<file path="src/rtl/movx_pkg.sv">
package movx_pkg;
  // Route of the access in progress
  typedef enum logic [1:0] {
    ROUTE_NONE = 2'd0,
    ROUTE_SRAM = 2'd1,
    ROUTE_BUS  = 2'd2
  } route_t;

  function automatic int unsigned access_clocks(int unsigned stretch_val,
                                                int unsigned min_mc,
                                                int unsigned phases);
    return (stretch_val + min_mc) * phases;
  endfunction
endpackage

</file>
<file path="src/rtl/movx_decode.sv">
module movx_decode #(
  parameter int ADDR_W = 16,
  parameter int WIN_AW = 10
) (
  input  logic [ADDR_W-1:0] addr,
  input  logic              onchip_en,
  output logic              go_bus
);
  logic in_window;

  always_comb begin
    in_window = (addr[ADDR_W-1:WIN_AW] == '0);
    go_bus    = !(onchip_en && in_window);
  end
endmodule

</file>
<file path="src/rtl/movx_seq.sv">
module movx_seq
  import movx_pkg::*;
#(
  parameter int STRETCH_W = 3,
  parameter int PHASES    = 4,
  parameter int MIN_MC    = 2,
  parameter int CNT_W     = 6
) (
  input  logic                 clk,
  input  logic                 rst_n,
  input  logic                 start,
  input  logic                 go_bus,
  input  logic [STRETCH_W-1:0] stretch,
  output logic                 busy,
  output logic [CNT_W-1:0]     cnt,
  output logic [CNT_W-1:0]     last,
  output logic                 done
);
  logic                 busy_d;
  logic [CNT_W-1:0]     cnt_d;
  logic [CNT_W-1:0]     last_d;
  logic [CNT_W-1:0]     last_bus;
  logic [CNT_W-1:0]     last_sram;

  always_comb begin
    last_bus  = CNT_W'(access_clocks(int'(stretch), MIN_MC, PHASES) - 1);
    last_sram = CNT_W'(access_clocks(0, MIN_MC, PHASES) - 1);
    done      = busy && (cnt == last);
    busy_d    = busy;
    cnt_d     = cnt;
    last_d    = last;
    if (start) begin
      busy_d = 1'b1;
      cnt_d  = '0;
      last_d = go_bus ? last_bus : last_sram;
    end else if (done) begin
      busy_d = 1'b0;
      cnt_d  = '0;
    end else if (busy) begin
      cnt_d  = cnt + 1'b1;
    end
  end

  always_ff @(posedge clk or negedge rst_n) begin
    if (!rst_n) begin
      busy <= 1'b0;
      cnt  <= '0;
      last <= '0;
    end else begin
      busy <= busy_d;
      cnt  <= cnt_d;
      last <= last_d;
    end
  end


  ack_pulse_chk: assert property (@(posedge clk) disable iff (!rst_n)
    done |=> !done);


  cnt_bound_chk: assert property (@(posedge clk) disable iff (!rst_n)
    busy |-> cnt <= last);


  last_stable_chk: assert property (@(posedge clk) disable iff (!rst_n)
    (busy && !done) |=> $stable(last));
endmodule

</file>
<file path="src/rtl/movx_bus.sv">
module movx_bus #(
  parameter int DATA_W = 8,
  parameter int PHASES = 4,
  parameter int CNT_W  = 6
) (
  input  logic              clk,
  input  logic              rst_n,
  input  logic              active,
  input  logic              is_wr,
  input  logic [CNT_W-1:0]  cnt,
  input  logic [CNT_W-1:0]  last,
  input  logic [DATA_W-1:0] addr_lo,
  input  logic [DATA_W-1:0] wdata,
  output logic              ale,
  output logic [DATA_W-1:0] ad_out,
  output logic              ad_oe,
  output logic              rd_n,
  output logic              wr_n,
  output logic              sample
);
  localparam int ALE_LO   = 1;
  localparam int ALE_HI   = PHASES - 2;
  localparam int DATA_AT  = PHASES;
  localparam int STROBE_AT = PHASES + 1;

  logic addr_phase;
  logic strobe_win;

  always_comb begin
    addr_phase = (cnt < CNT_W'(DATA_AT));
    strobe_win = (cnt >= CNT_W'(STROBE_AT)) && (cnt < last);
    ale    = active && (cnt >= CNT_W'(ALE_LO)) && (cnt <= CNT_W'(ALE_HI));
    ad_oe  = active && (addr_phase || is_wr);
    ad_out = addr_phase ? addr_lo : wdata;
    rd_n   = !(active && !is_wr && strobe_win);
    wr_n   = !(active && is_wr && strobe_win);
    sample = active && !is_wr && (cnt == last - 1'b1);
  end


  rd_wr_excl_chk: assert property (@(posedge clk) disable iff (!rst_n)
    !(!rd_n && !wr_n));


  rd_released_chk: assert property (@(posedge clk) disable iff (!rst_n)
    !rd_n |-> !ad_oe);


  wr_driven_chk: assert property (@(posedge clk) disable iff (!rst_n)
    !wr_n |-> ad_oe);


  ale_addr_chk: assert property (@(posedge clk) disable iff (!rst_n)
    ale |-> (ad_oe && rd_n && wr_n));
endmodule

</file>
<file path="src/rtl/movx_sram_if.sv">
module movx_sram_if #(
  parameter int DATA_W = 8,
  parameter int WIN_AW = 10,
  parameter int CNT_W  = 6
) (
  input  logic              active,
  input  logic              is_wr,
  input  logic [CNT_W-1:0]  cnt,
  input  logic [WIN_AW-1:0] addr,
  input  logic [DATA_W-1:0] wdata,
  output logic              ce,
  output logic              we,
  output logic [WIN_AW-1:0] saddr,
  output logic [DATA_W-1:0] swdata,
  output logic              capture
);
  localparam int SEL_AT = 1;
  localparam int CAP_AT = SEL_AT + 1;

  always_comb begin
    ce      = active && (cnt == CNT_W'(SEL_AT));
    we      = ce && is_wr;
    saddr   = addr;
    swdata  = wdata;
    capture = active && !is_wr && (cnt == CNT_W'(CAP_AT));
  end
endmodule

</file>
<file path="src/rtl/movx_ctrl.sv">
module movx_ctrl
  import movx_pkg::*;
#(
  parameter int ADDR_W    = 16,
  parameter int DATA_W    = 8,
  parameter int WIN_AW    = 10,
  parameter int STRETCH_W = 3,
  parameter int PHASES    = 4,
  parameter int MIN_MC    = 2
) (
  input  logic                     clk,
  input  logic                     rst_n,
  input  logic                     onchip_en,
  input  logic [STRETCH_W-1:0]     stretch,
  input  logic                     req,
  input  logic                     we,
  input  logic [ADDR_W-1:0]        addr,
  input  logic [DATA_W-1:0]        wdata,
  output logic                     ack,
  output logic [DATA_W-1:0]        rdata,
  output logic                     sram_ce,
  output logic                     sram_we,
  output logic [WIN_AW-1:0]        sram_addr,
  output logic [DATA_W-1:0]        sram_wdata,
  input  logic [DATA_W-1:0]        sram_rdata,
  output logic [DATA_W-1:0]        ad_out,
  output logic                     ad_oe,
  input  logic [DATA_W-1:0]        ad_in,
  output logic [ADDR_W-DATA_W-1:0] hi_addr,
  output logic                     ale,
  output logic                     rd_n,
  output logic                     wr_n
);
  localparam int MAX_CLK = (2**STRETCH_W - 1 + MIN_MC) * PHASES;
  localparam int CNT_W   = $clog2(MAX_CLK);

  // reset: asserted at once, released after two clock edges
  logic [1:0] rst_pipe;
  logic       rst_i_n;

  always_ff @(posedge clk or negedge rst_n) begin
    if (!rst_n) rst_pipe <= 2'b00;
    else        rst_pipe <= {rst_pipe[0], 1'b1};
  end
  assign rst_i_n = rst_pipe[1];

  logic              busy;
  logic              done;
  logic [CNT_W-1:0]  cnt;
  logic [CNT_W-1:0]  last;
  logic              go_bus;
  logic              start;

  route_t            route_q, route_d;
  logic              wr_q, wr_d;
  logic [ADDR_W-1:0] addr_q, addr_d;
  logic [DATA_W-1:0] wdata_q, wdata_d;
  logic [DATA_W-1:0] rdata_q, rdata_d;
  logic              bus_sample;
  logic              sram_capture;

  movx_decode #(.ADDR_W(ADDR_W), .WIN_AW(WIN_AW)) i_decode (
    .addr      (addr),
    .onchip_en (onchip_en),
    .go_bus    (go_bus)
  );

  assign start = req && !busy;

  movx_seq #(
    .STRETCH_W (STRETCH_W),
    .PHASES    (PHASES),
    .MIN_MC    (MIN_MC),
    .CNT_W     (CNT_W)
  ) i_seq (
    .clk     (clk),
    .rst_n   (rst_i_n),
    .start   (start),
    .go_bus  (go_bus),
    .stretch (stretch),
    .busy    (busy),
    .cnt     (cnt),
    .last    (last),
    .done    (done)
  );

  always_comb begin
    route_d = route_q;
    wr_d    = wr_q;
    addr_d  = addr_q;
    wdata_d = wdata_q;
    if (start) begin
      route_d = go_bus ? ROUTE_BUS : ROUTE_SRAM;
      wr_d    = we;
      addr_d  = addr;
      wdata_d = wdata;
    end else if (done) begin
      route_d = ROUTE_NONE;
    end
  end

  always_ff @(posedge clk or negedge rst_i_n) begin
    if (!rst_i_n) begin
      route_q <= ROUTE_NONE;
      wr_q    <= 1'b0;
      addr_q  <= '0;
      wdata_q <= '0;
    end else begin
      route_q <= route_d;
      wr_q    <= wr_d;
      addr_q  <= addr_d;
      wdata_q <= wdata_d;
    end
  end

  movx_bus #(.DATA_W(DATA_W), .PHASES(PHASES), .CNT_W(CNT_W)) i_bus (
    .clk     (clk),
    .rst_n   (rst_i_n),
    .active  (busy && (route_q == ROUTE_BUS)),
    .is_wr   (wr_q),
    .cnt     (cnt),
    .last    (last),
    .addr_lo (addr_q[DATA_W-1:0]),
    .wdata   (wdata_q),
    .ale     (ale),
    .ad_out  (ad_out),
    .ad_oe   (ad_oe),
    .rd_n    (rd_n),
    .wr_n    (wr_n),
    .sample  (bus_sample)
  );

  movx_sram_if #(.DATA_W(DATA_W), .WIN_AW(WIN_AW), .CNT_W(CNT_W)) i_sram (
    .active  (busy && (route_q == ROUTE_SRAM)),
    .is_wr   (wr_q),
    .cnt     (cnt),
    .addr    (addr_q[WIN_AW-1:0]),
    .wdata   (wdata_q),
    .ce      (sram_ce),
    .we      (sram_we),
    .saddr   (sram_addr),
    .swdata  (sram_wdata),
    .capture (sram_capture)
  );

  always_comb begin
    rdata_d = rdata_q;
    if (bus_sample)        rdata_d = ad_in;
    else if (sram_capture) rdata_d = sram_rdata;
  end

  always_ff @(posedge clk or negedge rst_i_n) begin
    if (!rst_i_n) rdata_q <= '0;
    else          rdata_q <= rdata_d;
  end

  assign rdata   = rdata_q;
  assign ack     = done;
  assign hi_addr = addr_q[ADDR_W-1:DATA_W];


  sram_bus_idle_chk: assert property (@(posedge clk) disable iff (!rst_i_n)
    (busy && route_q == ROUTE_SRAM) |-> (!ale && rd_n && wr_n && !ad_oe));


  bus_no_sram_chk: assert property (@(posedge clk) disable iff (!rst_i_n)
    (busy && route_q == ROUTE_BUS) |-> !sram_ce);


  idle_quiet_chk: assert property (@(posedge clk) disable iff (!rst_i_n)
    !busy |-> (!ack && !ale && rd_n && wr_n && !ad_oe && !sram_ce));


  addr_hold_chk: assert property (@(posedge clk) disable iff (!rst_i_n)
    (busy && !done) |=> $stable(hi_addr));
endmodule

</file>
<file path="config.mk">
export PLATFORM = sky130hd
export DESIGN_NAME = movx_ctrl
export DESIGN_NICKNAME = d
export VERILOG_FILES = /design/src/rtl/movx_pkg.sv /design/src/rtl/movx_decode.sv /design/src/rtl/movx_seq.sv /design/src/rtl/movx_bus.sv /design/src/rtl/movx_sram_if.sv /design/src/rtl/movx_ctrl.sv
export SDC_FILE = /design/constraint.sdc
export NUM_CORES = 1
export LEC_CHECK = 0
export BUFFER_PORTS_ARGS = -buffer_cell sky130_fd_sc_hd__buf_2
export CORE_ASPECT_RATIO = 1.2
export CORE_MARGIN = 3
export CORE_UTILIZATION = 53
export DETAILED_ROUTE_END_ITERATION = 16
export PLACE_DENSITY_LB_ADDON = 0.12
export SYNTH_ARGS = -nofsm -noshare
export SYNTH_HDL_FRONTEND = slang
export SYNTH_SLANG_ARGS = --single-unit
export TNS_END_PERCENT = 10
</file>
<file path="constraint.sdc">
create_clock -name clk -period 2.6 [get_ports clk]
set_input_delay 0.13 -clock clk [delete_from_list [all_inputs] [get_ports clk]]
set_output_delay 0.13 -clock clk [all_outputs]
set_load 0.01 [all_outputs]
</file>
==> reports/qor.csv, run 1 <==
stage;metric;value;unit
run_status;run_status;completed;
logic_synthesis;synth_ff_type;dfrtp_1;
floorplanning;initial_utilization;55.0;%
logic_synthesis;synth_nets;321;
logic_synthesis;synth_cells;260;
drt;drt_iter0_markers;107;
placement;gp_congestion;0.909;
finish;multi_input_area;1220;um^2
sta;finalSetupTns;0;ns
sta;relSlewSlack;34.0;%
logic_synthesis;syn_area;2540;um^2
sta;hold_viol;0;
clock_network;numCtsBuffers;5;
critical_path;cp_max_fo;8;
clock_network;numClockSinks;49;
drt;postRouteAntennaNets;0;
floorplanning;die_w;69.2;um
critical_path;crit_path_max_incr_delay;0.49;ns
critical_path;cp_slowest_cell;dfrtp_1;
floorplanning;coreArea;4630;um^2
finish;n_antenna_cell;0;
grt;grt_usage;20.4;%
critical_path;end_kind;flop;
clock_network;htree_num_levels;2;
grt;grt-ovfl-total;0;
sta;clock_skew;0.00855;ns
logic_synthesis;synth_area_per_cell;9.78;um^2
logic_synthesis;synth.distinct_cells;39;
grt;grt_max_degree;48;
finish;seq_area;1230;um^2
sta;rsz0062_at_grt;false;
power_and_ir_drop;p_leak;0.00171;uW
sta;setup_viol;0;
finish;num-nets-final;418;
grt;antenna_found_initial;0;
logic_synthesis;yosysWarnings;0;
hold_path;hold_class;input pin to flop;
sta;finalCriticalPeriod;2.42;ns
logic_synthesis;async_flop_share;100;%
grt;grt_pass1_wl;9270;um
sta;hold_ws;0.0111;ns
clock_network;clockRootBuffer;clkbuf_8;
logic_synthesis;synthSimpleGateAreaFrac;21.1;%
sta;fmax;414;MHz
logic_synthesis;synth_compound_area_share;5.41;%
sta;worst_pin_slew;0.989;ns
drt;wirelength;5740;um
job;drv_cap;0;
clock_network;path_clk_slew;0.09;ns
clock_network;cts_tree;built;
finish;drive_gt1_share;38.3;%
critical_path;crit_buf_inv;1;
critical_path;crit_required;2.79;ns
finish;area_growth;24.6;%
finish;final_util;68.5;%
sta;drv_slew;0;
critical_path;crit_chain;inv_1 -> ha_1 -> nand2b_1 -> or4_4 -> nor4_4 -> mux2_2;
floorplanning;num_rows;27;
sta;fin_crit_sh;92.9;%
finish;fill_cells;368;
logic_synthesis;synthMuxAreaShare;10.6;%
clock_network;clockBufferDepth;2;
floorplanning;fp.dieH;81.9;um
critical_path;crit_family;simple AND/OR/NAND/NOR gates;
logic_synthesis;synth-edff-count;0;
drt;drc;0;
logic_synthesis;synth_xor_xnor_area_share;4.13;%
critical_path;crit_path_start_kind;flop;
critical_path;arrival;2.61;ns
drt;dr.pass1.iters;4;
logic_synthesis;synthAdderAreaFrac;6.39;%
logic_synthesis;ys_seq_area_share;48.2;%
power_and_ir_drop;ir_drop;0.000646;V
critical_path;worstSetupPathType;flop to flop;
placement;numPortBuffers;96;
grt;grt_pass1_vias;1965;
floorplanning;io_pins;97;
drt;wl_per_cell;13.8;um
drt;viasPerCell;5.13;
logic_synthesis;synth_top_family_by_area;simple AND/OR/NAND/NOR gates;
clock_network;insertion_delay;0.31;ns
power_and_ir_drop;powerDensity;1140;nW/um^2
logic_synthesis;ys_seq_elements;49;
placement;dpl.hpwl;4180;um
drt;vias;2133;
clock_network;cts-resized-gates;0;
floorplanning;die_area;5670;um^2
[power breakdown]
group | internal [uW] | switching (uW)
clock | 191 | 249
combinational | 853 | 912
sequential | 1100 | 308
total | 2150 | 1470
[logic make-up (layout without fill, tap and decap cells)]
group | after synthesis | after routing
buf+inv | 23 | 121
compound gates | 20 | 20
xor+xnor | 12 | 12
flops | 49 | 49
other cells | 1 | 1
simple gates | 118 | 118
fa+ha+maj | 13 | 13
mux | 24 | 24
[timing repair]
action / 4_1_cts / 5_1_grt
endpoints found under the setup margin: 0 / 0
endpoints found under the hold margin: 2 / 0
buffers inserted: 0 / 0
hold buffers: 1 / 0
[per-layer routing]
metal | part of all wire [%] | vias to the layer above | GRT usage, %
li1 | - | 1053 | -
met1 | 43 | 987 | 26.1
met2 | 49 | 81 | 34.2
met3 | 6.1 | 12 | 4.53
met4 | 2.0 | 0 | 7.81
met5 | 0 | - | 0
[registers in the layout, summed over array words and instances (netlist names)]
signal,cells
wdata_q,8
rst_pipe,2
i_seq.cnt,6
route_q,2
rdata,8
addr_q,16
i_seq.last,5
wr_q,1
i_seq.busy,1
[per-stage QoR]
step                      setup slack (ns)  cell area [um^2]  total power, uW  std cells
after global placement               0.230              3080             3130        407
after global routing                0.0358              3170             3930        416
after CTS                            0.154              3170             3650        416
after detailed placement             0.167              3080             3190        407
after floorplan                      0.389              2540             2570        260
final                                0.183              3170             3610        416
[cell usage in the layout (no fill, tap or decap), types with 2 or more instances in the layout]
| master | netlist | layout |
|---|---|---|
| a22oi_1 | 4 | 4 |
| a21oi_1 | 2 | 2 |
| inv_1 | 11 | 11 |
| ha_1 | 13 | 13 |
| clkbuf_1 | 6 | 2 |
| and3_1 | 2 | 2 |
| buf_2 | 1 | 96 |
| nor3_1 | 2 | 2 |
| nand2_1 | 81 | 81 |
| nand2b_1 | 3 | 3 |
| clkbuf_8 | 0 | 5 |
| dfrtp_1 | 49 | 48 |
| mux2_2 | 24 | 24 |
| xnor2_1 | 10 | 10 |
| nand3_1 | 6 | 6 |
| nor4b_1 | 2 | 2 |
| nor2_1 | 10 | 10 |
| o22ai_1 | 3 | 3 |
| o21ai_0 | 4 | 4 |
| nand4_1 | 3 | 3 |
| buf_4 | 2 | 5 |
| xor2_1 | 2 | 2 |
[Yosys cell counts, drive strengths merged, types with 3 or more instances]
| library cell | n | area, um^2 |
|---|---|---|
| dfrtp | 49 | 1230 |
| mux2 | 24 | 270 |
| nand2 | 81 | 304 |
| xnor2 | 10 | 87.6 |
| o22ai | 3 | 18.8 |
| a22oi | 4 | 30.0 |
| inv | 11 | 41.3 |
| nand2b | 3 | 18.8 |
| ha | 13 | 163 |
| buf | 6 | 38.8 |
| nor2 | 10 | 37.5 |
| nand3 | 6 | 30.0 |
| nand4 | 3 | 18.8 |
| clkbuf | 6 | 22.5 |
| o21ai | 4 | 20.0 |
[worst reg2reg max path, cell delays in order, from the launching register on]
cell and delay (ns):
dfrtp_1 0.49, inv_1 0.12, ha_1 0.31, nand2b_1 0.14
or4_4 0.43, nor4_4 0.41, mux2_2 0.40
[path summary, 6_finish.rpt]
| kind | depth (start not counted) | slack, ns | start | end |
|---|---|---|---|---|
| min in group asynchronous | 2 | 0.13 | rst_n | rst_pipe[1]$_DFF_PN0_ |
| max reg2reg | 6 | 0.18 | i_seq.cnt[0]$_DFFE_PN0P_ | rdata[2]$_DFFE_PN0P_ |
| max in group asynchronous | 0 | 1.55 | rst_pipe[1]$_DFF_PN0_ | wdata_q[1]$_DFFE_PN0P_ |
| min | 3 | 0.01 | we | wr_q$_DFFE_PN0P_ |
| min reg2reg | 0 | 0.36 | rst_pipe[0]$_DFF_PN0_ | rst_pipe[1]$_DFF_PN0_ |
| max | 6 | 0.18 | i_seq.cnt[0]$_DFFE_PN0P_ | rdata[2]$_DFFE_PN0P_ |
[final cells by class]
cell class,instances,area share [%]
clock buffer,7,2.41
clock inverter,1,0.237
inverter,11,1.30
multi-input combinational,188,38.4
sequential,49,38.7
tap,58,2.29
timing repair buffer,102,16.7
(Power assumes the default switching activity.)
==> run 2, diff against run 1 <==
--- a/config.mk
+++ b/config.mk
@@ -8,7 +8,7 @@
 export BUFFER_PORTS_ARGS = -buffer_cell sky130_fd_sc_hd__buf_2
 export CORE_ASPECT_RATIO = 1.2
 export CORE_MARGIN = 3
-export CORE_UTILIZATION = 53
+export CORE_UTILIZATION = 30
 export DETAILED_ROUTE_END_ITERATION = 16
 export PLACE_DENSITY_LB_ADDON = 0.12
 export SYNTH_ARGS = -nofsm -noshare
==> run 2 against run 1 <==
Count of clock-buffer cells in the layout did not move. Total power fell by 0.28%. Global-route usage fell by 7.2 points. Utilization fell by 29 points. Fmax rose by 6.7%. Design area rose by 2.4%. Via count fell by 1.6%. Sequential cell count did not move. Setup slack improved by 0.15 ns. Clock skew fell by 0.0011 ns. Critical path depth rose by 1. Die area rose by 70%. Critical endpoint is now rdata[0]$_DFFE_PN0P_.
==> reports/qor.csv, run 2 (synthesis results as in run 1) <==
stage;metric;value;unit
grt;grt_max_degree;48;
critical_path;end_kind;flop;
drt;vias;2098;
clock_network;numCtsBuffers;5;
grt;grt_pass1_vias;2152;
critical_path;crit_end;rdata[0]$_DFFE_PN0P_;
sta;finalCriticalPeriod;2.27;ns
sta;worst_pin_slew;0.610;ns
power_and_ir_drop;p_leak;0.00171;uW
sta;setup_viol;0;
floorplanning;initial_utilization;31.0;%
grt;antenna_found_initial;0;
sta;drv_slew;0;
sta;rsz0062_at_grt;false;
critical_path;crit_start;i_seq.cnt[0]$_DFFE_PN0P_;
floorplanning;io_pins;97;
sta;hold_ws;0.0121;ns
floorplanning;coreArea;8200;um^2
placement;dpl.hpwl;4550;um
critical_path;crit_path_max_incr_delay;0.47;ns
critical_path;crit_path_start_kind;flop;
floorplanning;die_area;9620;um^2
critical_path;rr_endpoint;rdata[0]$_DFFE_PN0P_;
drt;postRouteAntennaNets;0;
drt;wirelength;6210;um
clock_network;postCtsSetupBuffers;0;
sta;fin_crit_sh;87.2;%
floorplanning;num_rows;36;
drt;viasPerCell;4.44;
sta;fmax;441;MHz
critical_path;rr_worst_depth;7;
grt;grt_usage;13.3;%
finish;largest_reg_flops;16;
critical_path;crit_required;2.79;ns
sta;finalSetupTns;0;ns
clock_network;path_clk_slew;0.09;ns
placement;numPortBuffers;96;
power_and_ir_drop;powerDensity;1110;nW/um^2
sta;hold_viol;0;
sta;relSlewSlack;59.4;%
finish;num-nets-final;419;
clock_network;clockBufferDepth;2;
run_status;run_status;completed;
finish;regMostFlops;addr_q;
critical_path;arrival;2.46;ns
placement;post-place-cells;464;
drt;wl_per_cell;13.1;um
drt;dr.pass1.iters;4;
drt;drt_iter0_markers;115;
finish;area_growth;27.7;%
finish;fill_cells;867;
clock_network;htree_num_levels;2;
critical_path;crit_family;simple AND/OR/NAND/NOR gates;
placement;gp_congestion;0.756;
finish;final_common_cell;buf_2;
finish;drive_gt1_share;38.4;%
floorplanning;die_w;90.1;um
critical_path;crit_chain;inv_1 -> ha_1 -> nand2b_1 -> or4_4 -> nor4_4 -> buf_4 -> mux2_2;
finish;most-common-layout-cells;buf_2 (96), nand2_1 (81), dfrtp_1 (48), mux2_2 (24), ha_1 (13);
floorplanning;fp.dieH;107;um
clock_network;cts_tree;built;
finish;n_antenna_cell;0;
power_and_ir_drop;ir_drop;0.000482;V
critical_path;worstSetupPathType;flop to flop;
clock_network;clockRootBuffer;clkbuf_8;
sta;clock_skew;0.00749;ns
job;drv_cap;0;
grt;grt_pass1_wl;10400;um
hold_path;hold_class;input pin to flop;
finish;final_cell_count_no_fill;473;
clock_network;numClockSinks;49;
critical_path;reg2reg_from;i_seq.cnt[0]$_DFFE_PN0P_;
grt;grt-ovfl-total;0;
clock_network;insertion_delay;0.30;ns
critical_path;path_depth;7;
critical_path;cp_slowest_cell;dfrtp_1;
critical_path;crit_buf_inv;2;
critical_path;cp_max_fo;8;
critical_path;reg2reg_slack;0.33;ns
drt;drc;0;
## run 2: cell types whose count changed in the layout (fill, tap and decap cells not counted)
cell	before	now
buf_4	5	6
## run 2: final cells by class
| type | instances | area [um^2] | share of cell area [%] |
|---|---|---|---|
| Sequential cell | 49 | 1230 | 37.8 |
| Clock inverter | 1 | 7.51 | 0.231 |
| Timing Repair Buffer | 103 | 536 | 16.5 |
| Tap cell | 114 | 143 | 4.39 |
| Inverter | 11 | 41.3 | 1.27 |
| Clock buffer | 7 | 76.3 | 2.35 |
| Multi-Input combinational cell | 188 | 1220 | 37.5 |
## run 2: worst min-delay path by stage
stage / startpoint / slack [ns] / depth (start not counted) / to
after floorplan: rst_n / -0.17 / 0 / rst_pipe[0]$_DFF_PN0_
after global placement: rst_n / -0.08 / 1 / rst_pipe[0]$_DFF_PN0_
after detailed placement: rst_n / -0.08 / 1 / rst_pipe[0]$_DFF_PN0_
after CTS: addr[2] / 0.003 / 3 / addr_q[2]$_DFFE_PN0P_
after global routing: addr[6] / 0.01 / 3 / addr_q[6]$_DFFE_PN0P_
final: wdata[6] / 0.01 / 3 / wdata_q[6]$_DFFE_PN0P_
## run 2: timing repair
item	CTS	global route
hold endpoints to repair	2	0
hold buffers	1	0
resized for setup	0	0
## run 2: power by group
part | total [uW] | switching [uW] | internal, uW
logic | 1750 | 908 | 843
registers | 1400 | 302 | 1100
clock network | 450 | 259 | 191
## run 2: tightest hold or removal path: cells and delay by family
family | cells | cell delay (ns)
buffers and inverters | 1 | 0.07
AND/OR/NAND/NOR | 2 | 0.08
## run 2: metal layers
| metal | part of all wire, % | vias to the layer above | GRT usage (%) |
|---|---|---|---|
| met1 | 44 | 962 | 16.7 |
| met4 | 1.1 | 0 | 3.28 |
| met3 | 7.9 | 6 | 3.51 |
| li1 | - | 1048 | - |
| met5 | 0 | - | 0 |
| met2 | 47 | 82 | 22.7 |
## run 2: stage by stage
| stage | power [uW] | area, um^2 | utilization, % | setup WS [ns] |
|---|---|---|---|---|
| 2_1_floorplan | 2570 | 2540 | - | 0.389 |
| 5_1_grt | 3940 | 3250 | 39.6 | 0.184 |
| 3_5_place_dp | 3190 | 3150 | 38.5 | 0.336 |
| 6_report | 3600 | 3250 | 39.6 | 0.334 |
| 4_1_cts | 3650 | 3250 | 39.6 | 0.325 |
| 3_3_place_gp | 3180 | 3150 | 38.5 | 0.354 |
